## src/rtl/cpu_pair_rstctl_pkg.sv

```systemverilog
package cpu_pair_rstctl_pkg;

   typedef enum logic {
      BOOT_PARALLEL = 1'b0,
      BOOT_SERIAL   = 1'b1
   } boot_src_e;

   typedef struct packed {
      logic      parity_en;
      logic      test_mode;
      boot_src_e boot_src;
   } strap_ctl_t;

   localparam int unsigned PRIMARY_CPU = 0;

endpackage

```

## src/rtl/rst_release_sync.sv

```systemverilog
module rst_release_sync #(
   parameter int unsigned STAGES = 2
) (
   input  logic clk,
   input  logic rst_n,
   input  logic req_i,
   output logic rst_o
);

   generate
      if (STAGES < 2) begin : g_bad_stages
         $error("rst_release_sync: STAGES must be at least 2");
      end
   endgenerate

   logic [STAGES-1:0] chain_q;

   // assertion takes effect on the next edge, release walks through the chain
   always_ff @(posedge clk or negedge rst_n) begin
      if (!rst_n) begin
         chain_q <= '1;
      end else if (req_i) begin
         chain_q <= '1;
      end else begin
         chain_q <= {chain_q[STAGES-2:0], 1'b0};
      end
   end

   assign rst_o = chain_q[STAGES-1];

endmodule

```

## src/rtl/wdog_pulse_timer.sv

```systemverilog
module wdog_pulse_timer #(
   parameter int unsigned CYCLES = 16
) (
   input  logic clk,
   input  logic rst_n,
   input  logic kick_i,
   output logic active_o
);

   generate
      if (CYCLES < 2) begin : g_bad_cycles
         $error("wdog_pulse_timer: CYCLES must be at least 2");
      end
   endgenerate

   localparam int unsigned CNT_W = $clog2(CYCLES);
   // the release chain downstream adds one cycle, so load one less
   localparam logic [CNT_W-1:0] LOAD_VAL = CNT_W'(CYCLES - 1);

   logic [CNT_W-1:0] cnt_q;

   always_ff @(posedge clk or negedge rst_n) begin
      if (!rst_n) begin
         cnt_q <= '0;
      end else if (kick_i) begin
         cnt_q <= LOAD_VAL;
      end else if (cnt_q != '0) begin
         cnt_q <= cnt_q - 1'b1;
      end
   end

   assign active_o = (cnt_q != '0);

endmodule

```

## src/rtl/strap_latch.sv

```systemverilog
module strap_latch
   import cpu_pair_rstctl_pkg::*;
#(
   parameter int unsigned CFG_W = 6
) (
   input  logic             clk,
   input  logic             rst_n,
   input  logic [CFG_W-1:0] cfg_pins_i,
   input  logic             parity_pin_i,
   input  logic             test_pin_i,
   input  logic             boot_pin_i,
   output logic             taken_o,
   output logic [CFG_W-1:0] cfg_o,
   output strap_ctl_t       ctl_o
);

   generate
      if (CFG_W < 1) begin : g_bad_cfg_w
         $error("strap_latch: CFG_W must be at least 1");
      end
   endgenerate

   logic             taken_q;
   logic [CFG_W-1:0] cfg_q;
   strap_ctl_t       ctl_q;

   // sample once, on the first edge after reset release
   always_ff @(posedge clk or negedge rst_n) begin
      if (!rst_n) begin
         taken_q <= 1'b0;
         cfg_q   <= '0;
         ctl_q   <= '0;
      end else if (!taken_q) begin
         taken_q         <= 1'b1;
         cfg_q           <= cfg_pins_i;
         ctl_q.parity_en <= parity_pin_i;
         ctl_q.test_mode <= test_pin_i;
         ctl_q.boot_src  <= boot_pin_i ? BOOT_SERIAL : BOOT_PARALLEL;
      end
   end

   assign taken_o = taken_q;
   assign cfg_o   = cfg_q;
   assign ctl_o   = ctl_q;

endmodule

```

## src/rtl/cpu_pair_rstctl.sv

```systemverilog
module cpu_pair_rstctl
   import cpu_pair_rstctl_pkg::*;
#(
   parameter int unsigned NCPU        = 2,
   parameter int unsigned CFG_W       = 6,
   parameter int unsigned SYNC_STAGES = 2,
   parameter int unsigned WDOG_CYCLES = 16
) (
   input  logic             clk,
   input  logic             sys_rst_n,
   input  logic [CFG_W-1:0] strap_cfg_i,
   input  logic             strap_parity_i,
   input  logic             strap_test_i,
   input  logic             strap_boot_i,
   input  logic             hold_wr_i,
   input  logic [NCPU-1:0]  hold_wdata_i,
   input  logic [NCPU-1:0]  wdog_expire_i,
   output logic [NCPU-1:0]  cpu_rst_o,
   output logic [NCPU-1:0]  cpu_iso_o,
   output logic             periph_rst_o,
   output logic [CFG_W-1:0] cfg_o,
   output logic             gpio_bus_own_o,
   output logic             bus_parity_en_o,
   output logic             test_mode_o,
   output logic             boot_serial_o
);

   generate
      if (NCPU < 2) begin : g_bad_ncpu
         $error("cpu_pair_rstctl: NCPU must be at least 2");
      end
   endgenerate

   // primary comes up free, every other CPU waits for software
   localparam logic [NCPU-1:0] HOLD_INIT = {{(NCPU-1){1'b1}}, 1'b0};

   logic [NCPU-1:0] hold_q;
   logic [NCPU-1:0] wd_active;
   logic [NCPU-1:0] lane_req;
   logic [NCPU-1:0] iso_lag_q;
   logic            strap_taken;
   strap_ctl_t      strap_ctl;

   always_ff @(posedge clk or negedge sys_rst_n) begin
      if (!sys_rst_n) begin
         hold_q <= HOLD_INIT;
      end else if (hold_wr_i) begin
         hold_q <= hold_wdata_i;
      end
   end

   generate
      for (genvar i = 0; i < NCPU; i++) begin : g_lane
         wdog_pulse_timer #(
            .CYCLES (WDOG_CYCLES)
         ) u_wdog (
            .clk      (clk),
            .rst_n    (sys_rst_n),
            .kick_i   (wdog_expire_i[i]),
            .active_o (wd_active[i])
         );

         assign lane_req[i] = hold_q[i] | wd_active[i];

         rst_release_sync #(
            .STAGES (SYNC_STAGES)
         ) u_sync (
            .clk   (clk),
            .rst_n (sys_rst_n),
            .req_i (lane_req[i]),
            .rst_o (cpu_rst_o[i])
         );
      end
   endgenerate

   // isolation rises with reset and drops one cycle after it
   always_ff @(posedge clk or negedge sys_rst_n) begin
      if (!sys_rst_n) begin
         iso_lag_q <= '1;
      end else begin
         iso_lag_q <= cpu_rst_o;
      end
   end

   assign cpu_iso_o = cpu_rst_o | iso_lag_q;

   rst_release_sync #(
      .STAGES (SYNC_STAGES)
   ) u_periph_sync (
      .clk   (clk),
      .rst_n (sys_rst_n),
      .req_i (1'b0),
      .rst_o (periph_rst_o)
   );

   strap_latch #(
      .CFG_W (CFG_W)
   ) u_strap (
      .clk          (clk),
      .rst_n        (sys_rst_n),
      .cfg_pins_i   (strap_cfg_i),
      .parity_pin_i (strap_parity_i),
      .test_pin_i   (strap_test_i),
      .boot_pin_i   (strap_boot_i),
      .taken_o      (strap_taken),
      .cfg_o        (cfg_o),
      .ctl_o        (strap_ctl)
   );

   assign gpio_bus_own_o  = strap_ctl.parity_en;
   assign bus_parity_en_o = strap_ctl.parity_en;
   assign test_mode_o     = strap_ctl.test_mode;
   assign boot_serial_o   = (strap_ctl.boot_src == BOOT_SERIAL);

endmodule

```

## config.mk

```make
export PLATFORM = sky130hd
export DESIGN_NAME = cpu_pair_rstctl
export DESIGN_NICKNAME = d
export VERILOG_FILES = /design/src/rtl/cpu_pair_rstctl_pkg.sv /design/src/rtl/rst_release_sync.sv /design/src/rtl/wdog_pulse_timer.sv /design/src/rtl/strap_latch.sv /design/src/rtl/cpu_pair_rstctl.sv
export SDC_FILE = /design/constraint.sdc
export NUM_CORES = 1
export LEC_CHECK = 0
export BUFFER_PORTS_ARGS = -buffer_cell sky130_fd_sc_hd__buf_2
export CAP_MARGIN = 25
export CORE_UTILIZATION = 51
export DETAILED_ROUTE_END_ITERATION = 10
export GPL_TIMING_DRIVEN = 0
export PLACE_DENSITY = 0.77
export SLEW_MARGIN = 20
export SYNTH_ARGS = -nofsm -noshare
export SYNTH_HDL_FRONTEND = slang
export SYNTH_HIERARCHICAL = 1
export SYNTH_SLANG_ARGS = --single-unit
```

## constraint.sdc

```tcl
create_clock -name clk -period 1.8 [get_ports clk]
set_input_delay 0.09 -clock clk [delete_from_list [all_inputs] [get_ports clk]]
set_output_delay 0.09 -clock clk [all_outputs]
set_load 0.02 [all_outputs]
```

# After elaboration in Yosys (flattened, before gate mapping)

Cells that the tools add are included.

Flip-flop bits (word level): 28
Output and inout bits: 15
Word-level logic and storage cells: 28
Input port bits: 16

Reduce and logical (&&, ||, !) cells: 4
Muxes and demuxes: 7
Bitwise operators: 3
Add/sub/neg operators: 2

Operator list:

| operator                                          | count |
|---|---|
| two-way mux 4 bit                                 | 4 |
| nonzero test 4 bit                                | 2 |
| subtractor 4 x 1 -> 4 bit (second input constant) | 2 |
| two-way mux 2 bit                                 | 2 |
| nonzero test 2 bit                                | 2 |
| OR 1 bit                                          | 2 |
| OR 2 bit                                          | 1 |
| two-way mux 1 bit                                 | 1 |

# Logic depth before layout (Yosys ltp)

Gate-level depths: netlist (run 1).

Word-level depth: 3
Depth in mapped cells: 6
Depth with buffers taken out: 6

# Modules after synthesis

Netlist (run 1), hierarchy kept.

By module, submodules not included:

| module           | cells an instance | sequential area each (µm²) | instances | area an instance (µm²) |
|---|---|---|---|---|
| wdog_pulse_timer | 24                | 100.1                      | 2         | 242.7 |
| strap_latch      | 21                | 250.2                      | 1         | 400.4 |
| rst_release_sync | 3                 | 52.6                       | 3         | 58.8 |
| cpu_pair_rstctl  | 12                | 103.8                      | 1         | 170.2 |

# Worst setup path before layout (run 1)

OpenSTA, ideal clock, no wires.

Kind: register to register
Start: reg g_lane[1].u_wdog.cnt_q[0]
End: reg g_lane[1].u_sync.chain_q[1]
Cell stages (with the launch flop): 7
Setup slack: 0.269 ns
Arrival: 1.449 ns
Library setup time: 0.082 ns
Period minus slack after synthesis: 1.531 ns
Cell sequence: dfrtp_1 > inv_1 > ha_1 > nor3b_2 > inv_1 > or2_2 > or2_1

Cells in the longest elaborated chain, start to end: 3

Ends and longest elaborated chain:

| element                  | line                   | RTL |
|---|---|---|
| start: declaration       | wdog_pulse_timer.sv:20 | `logic [CNT_W-1:0] cnt_q;` |
| start signal: assignment | wdog_pulse_timer.sv:28 | `cnt_q <= cnt_q - 1'b1;` |
| nonzero test 4 bit       | wdog_pulse_timer.sv:32 | `assign active_o = (cnt_q != '0);` |
| named net wd_active[1]   | cpu_pair_rstctl.sv:38  | `logic [NCPU-1:0] wd_active;` |
| OR 1 bit                 | cpu_pair_rstctl.sv:63  | `assign lane_req[i] = hold_q[i] \| wd_active[i];` |
| named net lane_req[1]    | cpu_pair_rstctl.sv:39  | `logic [NCPU-1:0] lane_req;` |
| two-way mux 2 bit        | rst_release_sync.sv:22 | `end else if (req_i) begin` |
| end signal: assignment   | rst_release_sync.sv:25 | `chain_q <= {chain_q[STAGES-2:0], 1'b0};` |
| end: declaration         | rst_release_sync.sv:16 | `logic [STAGES-1:0] chain_q;` |

The timed path passes the listed nets, and every way through them passes these cells.
A chain may end at the register's enable or synchronous reset.

# Final worst setup path (run 1)

Same ends and word-level chain as after synthesis.

==> results_dict.tcl, run 1 <==
set metrics [dict create \
    skew_ns 0.00797 \
    timing.final.crit_share_pct 92.2 \
    ys_warn_count 6 \
    final_cell_area_mm2 0.00160 \
    grt_antenna_before_repair 0 \
    grt_max_degree 29 \
    placed_area_mm2 0.00142 \
    crit_type "reg -> reg" \
    status "complete, no violations" \
    hp-start "wdog_expire_i[1]" \
    pin_count 31 \
    post_cts_buffers 0 \
    max_slew_margin_pct 61.0 \
    synthToLayoutAreaGrowth_pct 29.8 \
    diodes 0 \
    grt_overflow 0 \
    final_common_cell "buf_2" \
    cts_tree "built" \
    fin_tns_setup_ns 0 \
    synth.distinct_cells 18 \
    grt_usage_pct 18.3 \
    rr_worst_depth 6 \
    r2r_setup_slack_ns 0.14 \
    worstMarginPinSlew_ns 0.584 \
    core_mm2 0.00225 \
    max_freq_ghz 0.603 \
    drc 0 \
    vias 791 \
    holdPathStages 2 \
    port_buffers 30 \
    synth_area_mm2 0.00123 \
    final_layout_size_suffix_gt1_share_pct 43.1 \
    irDropWorstVdd_mv 0.615 \
    row_count 17 \
    cts.sinks 28 \
    rr_endpoint "g_lane[1].u_sync/chain_q[1]" \
    crit_arrival_ns 1.94 \
    start_kind "register" \
    preCtsSetupSlack_ns 0.109 \
    required_ns 2.08 \
    grt_pass1_wl_mm 3.42 \
    p_per_area_mw_per_mm2 814 \
    crit_path_end_kind "register" \
    cap_viol_max_count 0 \
    slew_violations 0 \
    die-width_um 51.2 \
    critPathMaxFanout 5 \
    drtIter0Drc 2 \
    die_area_mm2 0.00262 \
    syn_avg_cell_area_um2 13.7 \
    whs_endpoint "g_lane[1].u_wdog/cnt_q[3]" \
    insertion_delay_ns 0.33 \
    reg2reg_from "g_lane[1].u_wdog/cnt_q[0]" \
    hold_viol_final 0 \
    setup_slack_ns 0.141 \
    ant_nets 0 \
    setup_viol 0 \
    leakage_nw 0.736 \
    die_h_um 51.2 \
    initial_core_util_pct 54.7 \
    cts_root_buffer "clkbuf_4" \
    post_drt_wl_per_cell_um 12.1 \
    rsz0062_at_grt "false" \
    numCtsBuffers 3 \
    detail_route.wirelength_mm 2.00 \
    synth-seq-cells 28 \
    syn_inst 90 \
    clk_pin_slew_ns 0.15 \
    first_pass_iters 3 \
    layout_common_cells "buf_2, dfrtp_1, dlygate4sd3_1" \
    cts.htree.levels 1 \
    hold_path_class "in -> reg" \
    gp_congestion 0.727 \
    min_period_ns 1.66 \
    post_drt_via_cell_ratio 4.79 \
    clockBufferDepth 2 \
    dpl.hpwl_mm 1.40 \
    synth_seq_area_share_pct 57.8 \
    grt_pass1_vias 815 \
    nets 158 \
    power_w 0.00130 \
]
## cell families (layout without fill, tap and decap cells)
group / Yosys count / after routing / synth area share [%]
DFF: 28 / 28 / 57.8
and+or+nand+nor: 27 / 27 / 13.3
muxes: 15 / 15 / 16.7
buffers and inverters: 8 / 54 / 3.35
AOI/OAI and AO/OA: 6 / 6 / 4.26
adders and majority gates: 4 / 4 / 4.06
other: 2 / 3 / 0.609
## routing by layer
layer  vias up  routed length (um)  part of all wire (%)  track usage [%]
li1        389                   -                     -                -
met5         -                   0                     0                0
met3         5                  94                   4.7             3.57
met1       370                 878                    44             20.6
met4         0                  41                   2.0             9.72
met2        27                 990                    49             32.5
## Yosys cell counts
cell type  number  share of area (%)
inv_1           6                1.8
or2_2           1               0.51
nor2b_1         8                4.1
nor3_1          2               0.81
buf_6           1               0.91
dfstp_2         9                 19
conb_1          2               0.61
o31a_1          2                1.4
or2_1           6                3.0
mux2i_1         4                3.2
nor2_1          6                1.8
a211o_1         4                2.8
buf_4           1               0.61
mux2_4         11                 13
nand2b_1        2                1.0
dfrtp_1        19                 39
ha_1            4                4.1
nor3b_2         2                2.0
## critical path, stage by stage, from the launching register on
cell and delay, ns:
dfrtp_1 0.44, inv_1 0.10, ha_1 0.21, nor3b_4 0.27, inv_1 0.05, or2_2 0.30, or2_1 0.23
## per-stage QoR
step / hold WS (ns) / cells / utilization (%)
6_report: 0.0171 / 165 / 71.0
5_1_grt: 0.0123 / 165 / 71.0
4_1_cts: 0.00336 / 165 / 70.7
3_5_place_dp: 0.126 / 149 / 63.0
3_3_place_gp: 0.120 / 149 / 63.0
2_1_floorplan: -0.206 / 91 / -
## registers in the layout, summed over array words and instances, names as in the netlist
name / flops
g_lane.u_wdog/cnt_q: 8
u_strap/cfg_o: 6
g_lane.u_sync/chain_q: 4
u_strap/ctl_o: 3
hold_q: 2
iso_lag_q: 2
u_periph_sync/chain_q: 2
u_strap/taken_o: 1
## final cells by class
type / instances / area (um^2)
plain buffers: 2 / 18.8
repair buffers: 42 / 270
fillers: 168 / 654
clock buffers: 3 / 22.5
well taps: 28 / 35.0
multi-input cells: 55 / 489
clock inverters: 1 / 30.0
inverters: 6 / 22.5
flip-flops and latches: 28 / 712
## repair_timing
| item | CTS | global route |
|---|---|---|
| hold endpoints to repair | 30 | 0 |
| gates resized for setup | 0 | 1 |
| endpoints found under the setup margin | 0 | 1 |
| hold buffers | 12 | 0 |
## worst max-delay path by stage
stage                              start                     endpoint  slack (ns)  cells past startpoint
3_5_place_dp   g_lane[1].u_wdog/cnt_q[0]  g_lane[1].u_sync/chain_q[1]        0.11                      6
3_3_place_gp   g_lane[1].u_wdog/cnt_q[0]  g_lane[1].u_sync/chain_q[1]        0.17                      6
6_report       g_lane[1].u_wdog/cnt_q[0]  g_lane[1].u_sync/chain_q[1]        0.14                      6
4_1_cts        g_lane[1].u_wdog/cnt_q[0]  g_lane[1].u_sync/chain_q[1]         0.1                      6
5_1_grt        g_lane[1].u_wdog/cnt_q[0]  g_lane[1].u_sync/chain_q[1]        0.03                      6
2_1_floorplan  g_lane[1].u_wdog/cnt_q[0]  g_lane[1].u_sync/chain_q[1]        0.27                      6
## power by group
| part | total (W) | internal [W] | switching (W) |
|---|---|---|---|
| Clock | 0.000405 | 0.000225 | 0.000180 |
| Combinational | 0.000198 | 0.000105 | 0.0000924 |
| Sequential | 0.000699 | 0.000672 | 0.0000271 |
| Total | 0.00130 | 0.00100 | 0.000299 |
Note: power is estimated with default switching activity, not from simulation.
==> run 2, diff against run 1 <==
- ABC_AREA: not set -> 1
==> run 2 against run 1 <==
Against the previous run:
- core utilization up 0.40 points
- worst setup slack worse by 0.013 ns
- sequential power down 1%
- largest cell class unchanged
- highest routed layer unchanged
- critical path depth unchanged
- final cell count up 25%
- largest power group unchanged
==> results_dict.tcl, run 2 <==
set metrics [dict create \
    status "complete, no violations" \
    synth_area_mm2 0.00120 \
    cts_resized 0 \
    cts_tree "built" \
    p_per_area_mw_per_mm2 714 \
    cts.htree.levels 1 \
    clockBufferDepth 2 \
    row_count 17 \
    stdcell_count 207 \
    max_freq_ghz 0.598 \
    synth.distinct_cells 15 \
    yosys-top-cells-area "dfrtp_1, dfstp_2, nand2_1, inv_1, ha_1" \
    grt_max_degree 29 \
    slowest_delay_ns 0.55 \
    ys_warn_count 6 \
    cp_cell_sequence "dlygate4sd3_1 > buf_2 > nand2_1 > dlygate4sd3_1 > nand2_1 > dlygate4sd3_1" \
    critPathMaxFanout 1 \
    slew_violations 0 \
    numCtsBuffers 3 \
    ant_nets 0 \
    synth_common_cells "nand2_1, dfrtp_1, inv_1, dfstp_2" \
    synth_edf_count 0 \
    synth_seq_area_share_pct 59.1 \
    pin_count 31 \
    leakage_nw 0.858 \
    grt_pass1_wl_mm 3.72 \
    drc 0 \
    synth_most_common_cell "nand2_1" \
    syn_inst 128 \
    crit_top_cell "dlygate4sd3_1" \
    dp.cells 187 \
    cpMaxStageDelayCell "dlygate4sd3_1" \
    vias 946 \
    grt_pass1_vias 952 \
    syn_avg_cell_area_um2 9.40 \
    required_ns 2.06 \
    layout_common_cells "nand2_1, buf_2, dfrtp_1" \
    detail_route.wirelength_mm 2.12 \
    largest_reg_flops 8 \
    utilization_pct 71.4 \
    grt_antenna_before_repair 0 \
    clk_pin_slew_ns 0.13 \
    netlist.area_leader.share_pct 39.5 \
    cts_root_buffer "clkbuf_4" \
    crit_arrival_ns 1.93 \
    synth-seq-cells 28 \
    insertion_delay_ns 0.31 \
    port_buffers 30 \
    gp_congestion 0.695 \
    drtIter0Drc 18 \
    dominantRegCellSynth "dfrtp_1" \
    grt_overflow 0 \
    core_mm2 0.00221 \
    post_cts_buffers 0 \
    r2r_setup_slack_ns 0.48 \
    worstMarginPinSlew_ns 0.594 \
    diodes 0 \
    rsz0062_at_grt "false" \
    post_drt_via_cell_ratio 4.57 \
    min_period_ns 1.67 \
    die-width_um 50.6 \
    ctsHoldBuffers 16 \
    fin_tns_setup_ns 0 \
    hold_viol_final 0 \
    cap_viol_max_count 0 \
    max_slew_margin_pct 60.4 \
    synthToLayoutAreaGrowth_pct 31.2 \
    die_h_um 50.6 \
    grt_usage_pct 19.8 \
    hold_path_class "in -> reg" \
    cts.sinks 28 \
    largest_register "g_lane.u_wdog/cnt_q" \
    synthArstFlopShare_pct 100 \
    skew_ns 0.00531 \
    final_layout_size_suffix_gt1_share_pct 28.5 \
    first_pass_iters 5 \
    crit_path_end_kind "register" \
    setup_viol 0 \
    die_area_mm2 0.00256 \
    timing.final.crit_share_pct 92.9 \
    start_kind "primary input" \
    post_drt_wl_per_cell_um 10.3 \
    final_common_cell "nand2_1" \
    yosys.area.top_type "dfrtp_1" \
    initial_core_util_pct 54.4 \
    irDropWorstVdd_mv 0.388 \
    crit_type "in -> reg" \
    nets 200 \
    dpl.hpwl_mm 1.41 \
]
run 2: area by class of cell:
class                      count  area [um^2]
fill                         162          633
timing repair buffer          46          310
inverter                      22         82.6
multi-input combinational     77          394
buffer                         2         18.8
sequential                    28          712
clock buffer                   4         26.3
tap                           28         35.0
run 2: metal layers:
metal	GRT usage, %	share of wire [%]
met3	3.33	6.0
met2	36.4	50
met1	21.5	43
met4	10.2	1.4
met5	0	0
run 2: per-stage QoR:
stage                     hold slack (ns)  cell area [um^2]  total power [W]  setup slack (ns)
after floorplan                    -0.206              1210         0.000798             0.620
after detailed placement            0.129              1390         0.000863             0.498
after global routing               0.0225              1580          0.00119             0.112
after global placement              0.122              1390         0.000854             0.561
final                              0.0114              1580          0.00113             0.128
after CTS                        0.000568              1580          0.00115             0.167
run 2: worst max-delay path, delay by kind of cell:
family	cells	cell delay, ns
simple gates	2	0.10
buf+inv	4	1.75
run 2: worst paths after layout:
check / start / to / depth (start not counted)
max: hold_wdata_i[1] / hold_q[1] / 6
min: wdog_expire_i[1] / g_lane[1].u_wdog/cnt_q[2] / 3
max reg2reg: g_lane[1].u_wdog/cnt_q[0] / g_lane[1].u_sync/chain_q[1] / 6
min reg2reg: g_lane[0].u_sync/chain_q[1] / iso_lag_q[0] / 0
max in group asynchronous: sys_rst_n / u_strap/cfg_o[1] / 2
min in group asynchronous: sys_rst_n / u_strap/cfg_o[5] / 2
run 2: where the power goes:
group	total, W	leakage, nW	switching, W	internal (W)
Sequential	0.000690	0.305	0.0000208	0.000669
Combinational	0.000190	0.538	0.000108	0.0000818
Clock	0.000247	0.0150	0.000161	0.0000866
Total	0.00113	0.858	0.000290	0.000838
run 2: kinds of logic after synthesis:
family	count (synthesis)	share of synthesized area (%)
DFF	28	59.1
buffers and inverters	24	8.42
xor gates and xnor gates	2	1.46
and+or+nand+nor	68	26.2
other	2	0.624
adders and majority gates	4	4.16
==> run 3, diff against run 2 <==
- CORE_UTILIZATION: 51 -> 55
- PLACE_DENSITY: 0.77 -> 0.82
- clock period: 1.8 -> 2 ns (I/O delays scaled with it)
==> run 3 against run 2 <==
Against the previous run:
- clock-buffer cell count is the same
- critical endpoint is now g_lane[1].u_sync/chain_q[1]
- sequential share of layout area up 0.62 points
- non-clock buffer count shrank 2
- highest routed layer is now met3
- final cell count is 1.4% lower
- wire length rose by 1.5%
- hold slack gained 0.0011 ns
- global-route usage up 1.4 points
- sequential power decreased by 10%
- core utilization is 6.4 points higher
==> results_dict.tcl, run 3 (synthesized netlist as in run 2, its figures left out) <==
set metrics [dict create \
    worstMarginPinSlew_ns 0.592 \
    gp_congestion 0.759 \
    leakage_nw 0.850 \
    die-width_um 48.8 \
    hold_path_class "in -> reg" \
    crit_arrival_ns 1.54 \
    max_slew_margin_pct 60.6 \
    cts_root_buffer "clkbuf_4" \
    core_mm2 0.00200 \
    cp_cell_sequence "inv_1 > ha_1 > nand3_4 > or2_1 > inv_1 > nand2_1" \
    port_buffers 30 \
    required_ns 2.26 \
    crit_type "reg -> reg" \
    cpMaxStageDelayCell "dfrtp_1" \
    start_kind "register" \
    grt_usage_pct 21.1 \
    slew_violations 0 \
    drtIter0Drc 13 \
    ant_nets 0 \
    grt_overflow 0 \
    nets 198 \
    cts.sinks 28 \
    die_area_mm2 0.00238 \
    grt_pass1_vias 918 \
    p_per_area_mw_per_mm2 650 \
    first_pass_iters 4 \
    skew_ns 0.00430 \
    initial_core_util_pct 60.1 \
    die_h_um 48.8 \
    clockBufferDepth 2 \
    grt_max_degree 29 \
    insertion_delay_ns 0.31 \
    numCtsBuffers 3 \
    min_period_ns 1.28 \
    cts_tree "built" \
    post_drt_via_cell_ratio 4.51 \
    cap_viol_max_count 0 \
    final_layout_size_suffix_gt1_share_pct 28.8 \
    fin_tns_setup_ns 0 \
    use_met2_pct 40.3 \
    synthToLayoutAreaGrowth_pct 29.4 \
    pin_count 31 \
    post_cts_buffers 0 \
    largest_register "g_lane.u_wdog/cnt_q" \
    groute.layer.met3.usage_pct 3.74 \
    post_drt_wl_per_cell_um 10.6 \
    clk_pin_slew_ns 0.13 \
    critPathMaxFanout 4 \
    hold_viol_final 0 \
    crit_top_cell "inv_1" \
    setup_viol 0 \
    largest_reg_flops 8 \
    slowest_delay_ns 0.42 \
    rsz0062_at_grt "false" \
    rr_endpoint "g_lane[1].u_sync/chain_q[1]" \
    diodes 0 \
    dpl.hpwl_mm 1.42 \
    max_freq_ghz 0.783 \
    cts_resized 0 \
    grt_antenna_before_repair 0 \
    irDropWorstVdd_mv 0.512 \
    vias 921 \
    use_met1_pct 24.0 \
    timing.final.crit_share_pct 63.8 \
    reg2reg_from "g_lane[1].u_wdog/cnt_q[0]" \
    grt-busiest-layer "met2" \
    status "complete, no violations" \
    grt_pass1_wl_mm 3.76 \
    r2r_setup_slack_ns 0.72 \
    row_count 16 \
    crit_end "g_lane[1].u_sync/chain_q[1]" \
    dp.cells 186 \
    rr_worst_depth 6 \
    crit_path_end_kind "register" \
    detail_route.wirelength_mm 2.15 \
    cts.htree.levels 1 \
    worstSetupStartpoint "g_lane[1].u_wdog/cnt_q[0]" \
    drc 0 \
    layout_common_cells "nand2_1, buf_2, dfrtp_1" \
    final_common_cell "nand2_1" \
    stdcell_count 204 \
]
[run 3: cell types whose count changed in the layout (fill, tap and decap cells not counted)]
cell,before,now
dlygate4sd3_1,16,14
[run 3: worst min-delay path by stage]
stage                startpoint                   endpoint  slack, ns  cells after the start
2_1_floorplan         sys_rst_n  g_lane[0].u_wdog/cnt_q[0]      -0.20                      0
3_3_place_gp          sys_rst_n  g_lane[1].u_wdog/cnt_q[3]       0.14                      1
3_5_place_dp          sys_rst_n  g_lane[1].u_wdog/cnt_q[3]       0.14                      1
4_1_cts               hold_wr_i                  hold_q[1]      0.003                      4
5_1_grt        wdog_expire_i[0]  g_lane[0].u_wdog/cnt_q[2]      0.005                      3
6_report       wdog_expire_i[0]  g_lane[0].u_wdog/cnt_q[2]       0.01                      3
[run 3: critical path: cells and delay by family, from the launching register on]
family	cells	cell delay [ns]
simple gates	3	0.39
flops	1	0.42
buf+inv	2	0.16
fa+ha+maj	1	0.26
[run 3: area by class of cell]
type,instances,area (um^2)
fillers,140,444
plain buffers,2,18.8
multi-input cells,77,394
clock buffers,4,26.3
repair buffers,44,290
flip-flops and latches,28,712
well taps,27,33.8
inverters,22,82.6
[run 3: stage by stage]
step	area, um^2	util, %	power [W]	hold slack, ns	worst slack [ns]
finish	1560	77.8	0.00101	0.0124	0.723
global route	1560	77.8	0.00108	0.00532	0.601
CTS	1560	77.8	0.00103	0.00315	0.726
detailed placement	1390	69.5	0.000776	0.140	0.748
global placement	1390	69.5	0.000769	0.135	0.755
floorplan	1210	-	0.000718	-0.196	0.820
[run 3: repair_timing]
item                                    in CTS  in global routing
hold buffers                                14                  0
endpoints found under the hold margin       30                  0
endpoints found under the setup margin       0                  0
[run 3: report_power, final]
part / switching, W / internal [W]
clock network: 0.000147 / 0.0000778
logic: 0.0000970 / 0.0000699
registers: 0.0000188 / 0.000602
[run 3: per-layer routing]
layer | routed length, um | up-vias
met4 | 0 | 0
met5 | 0 | -
met3 | 80 | 0
met1 | 959 | 411
li1 | - | 479
met2 | 1110 | 31
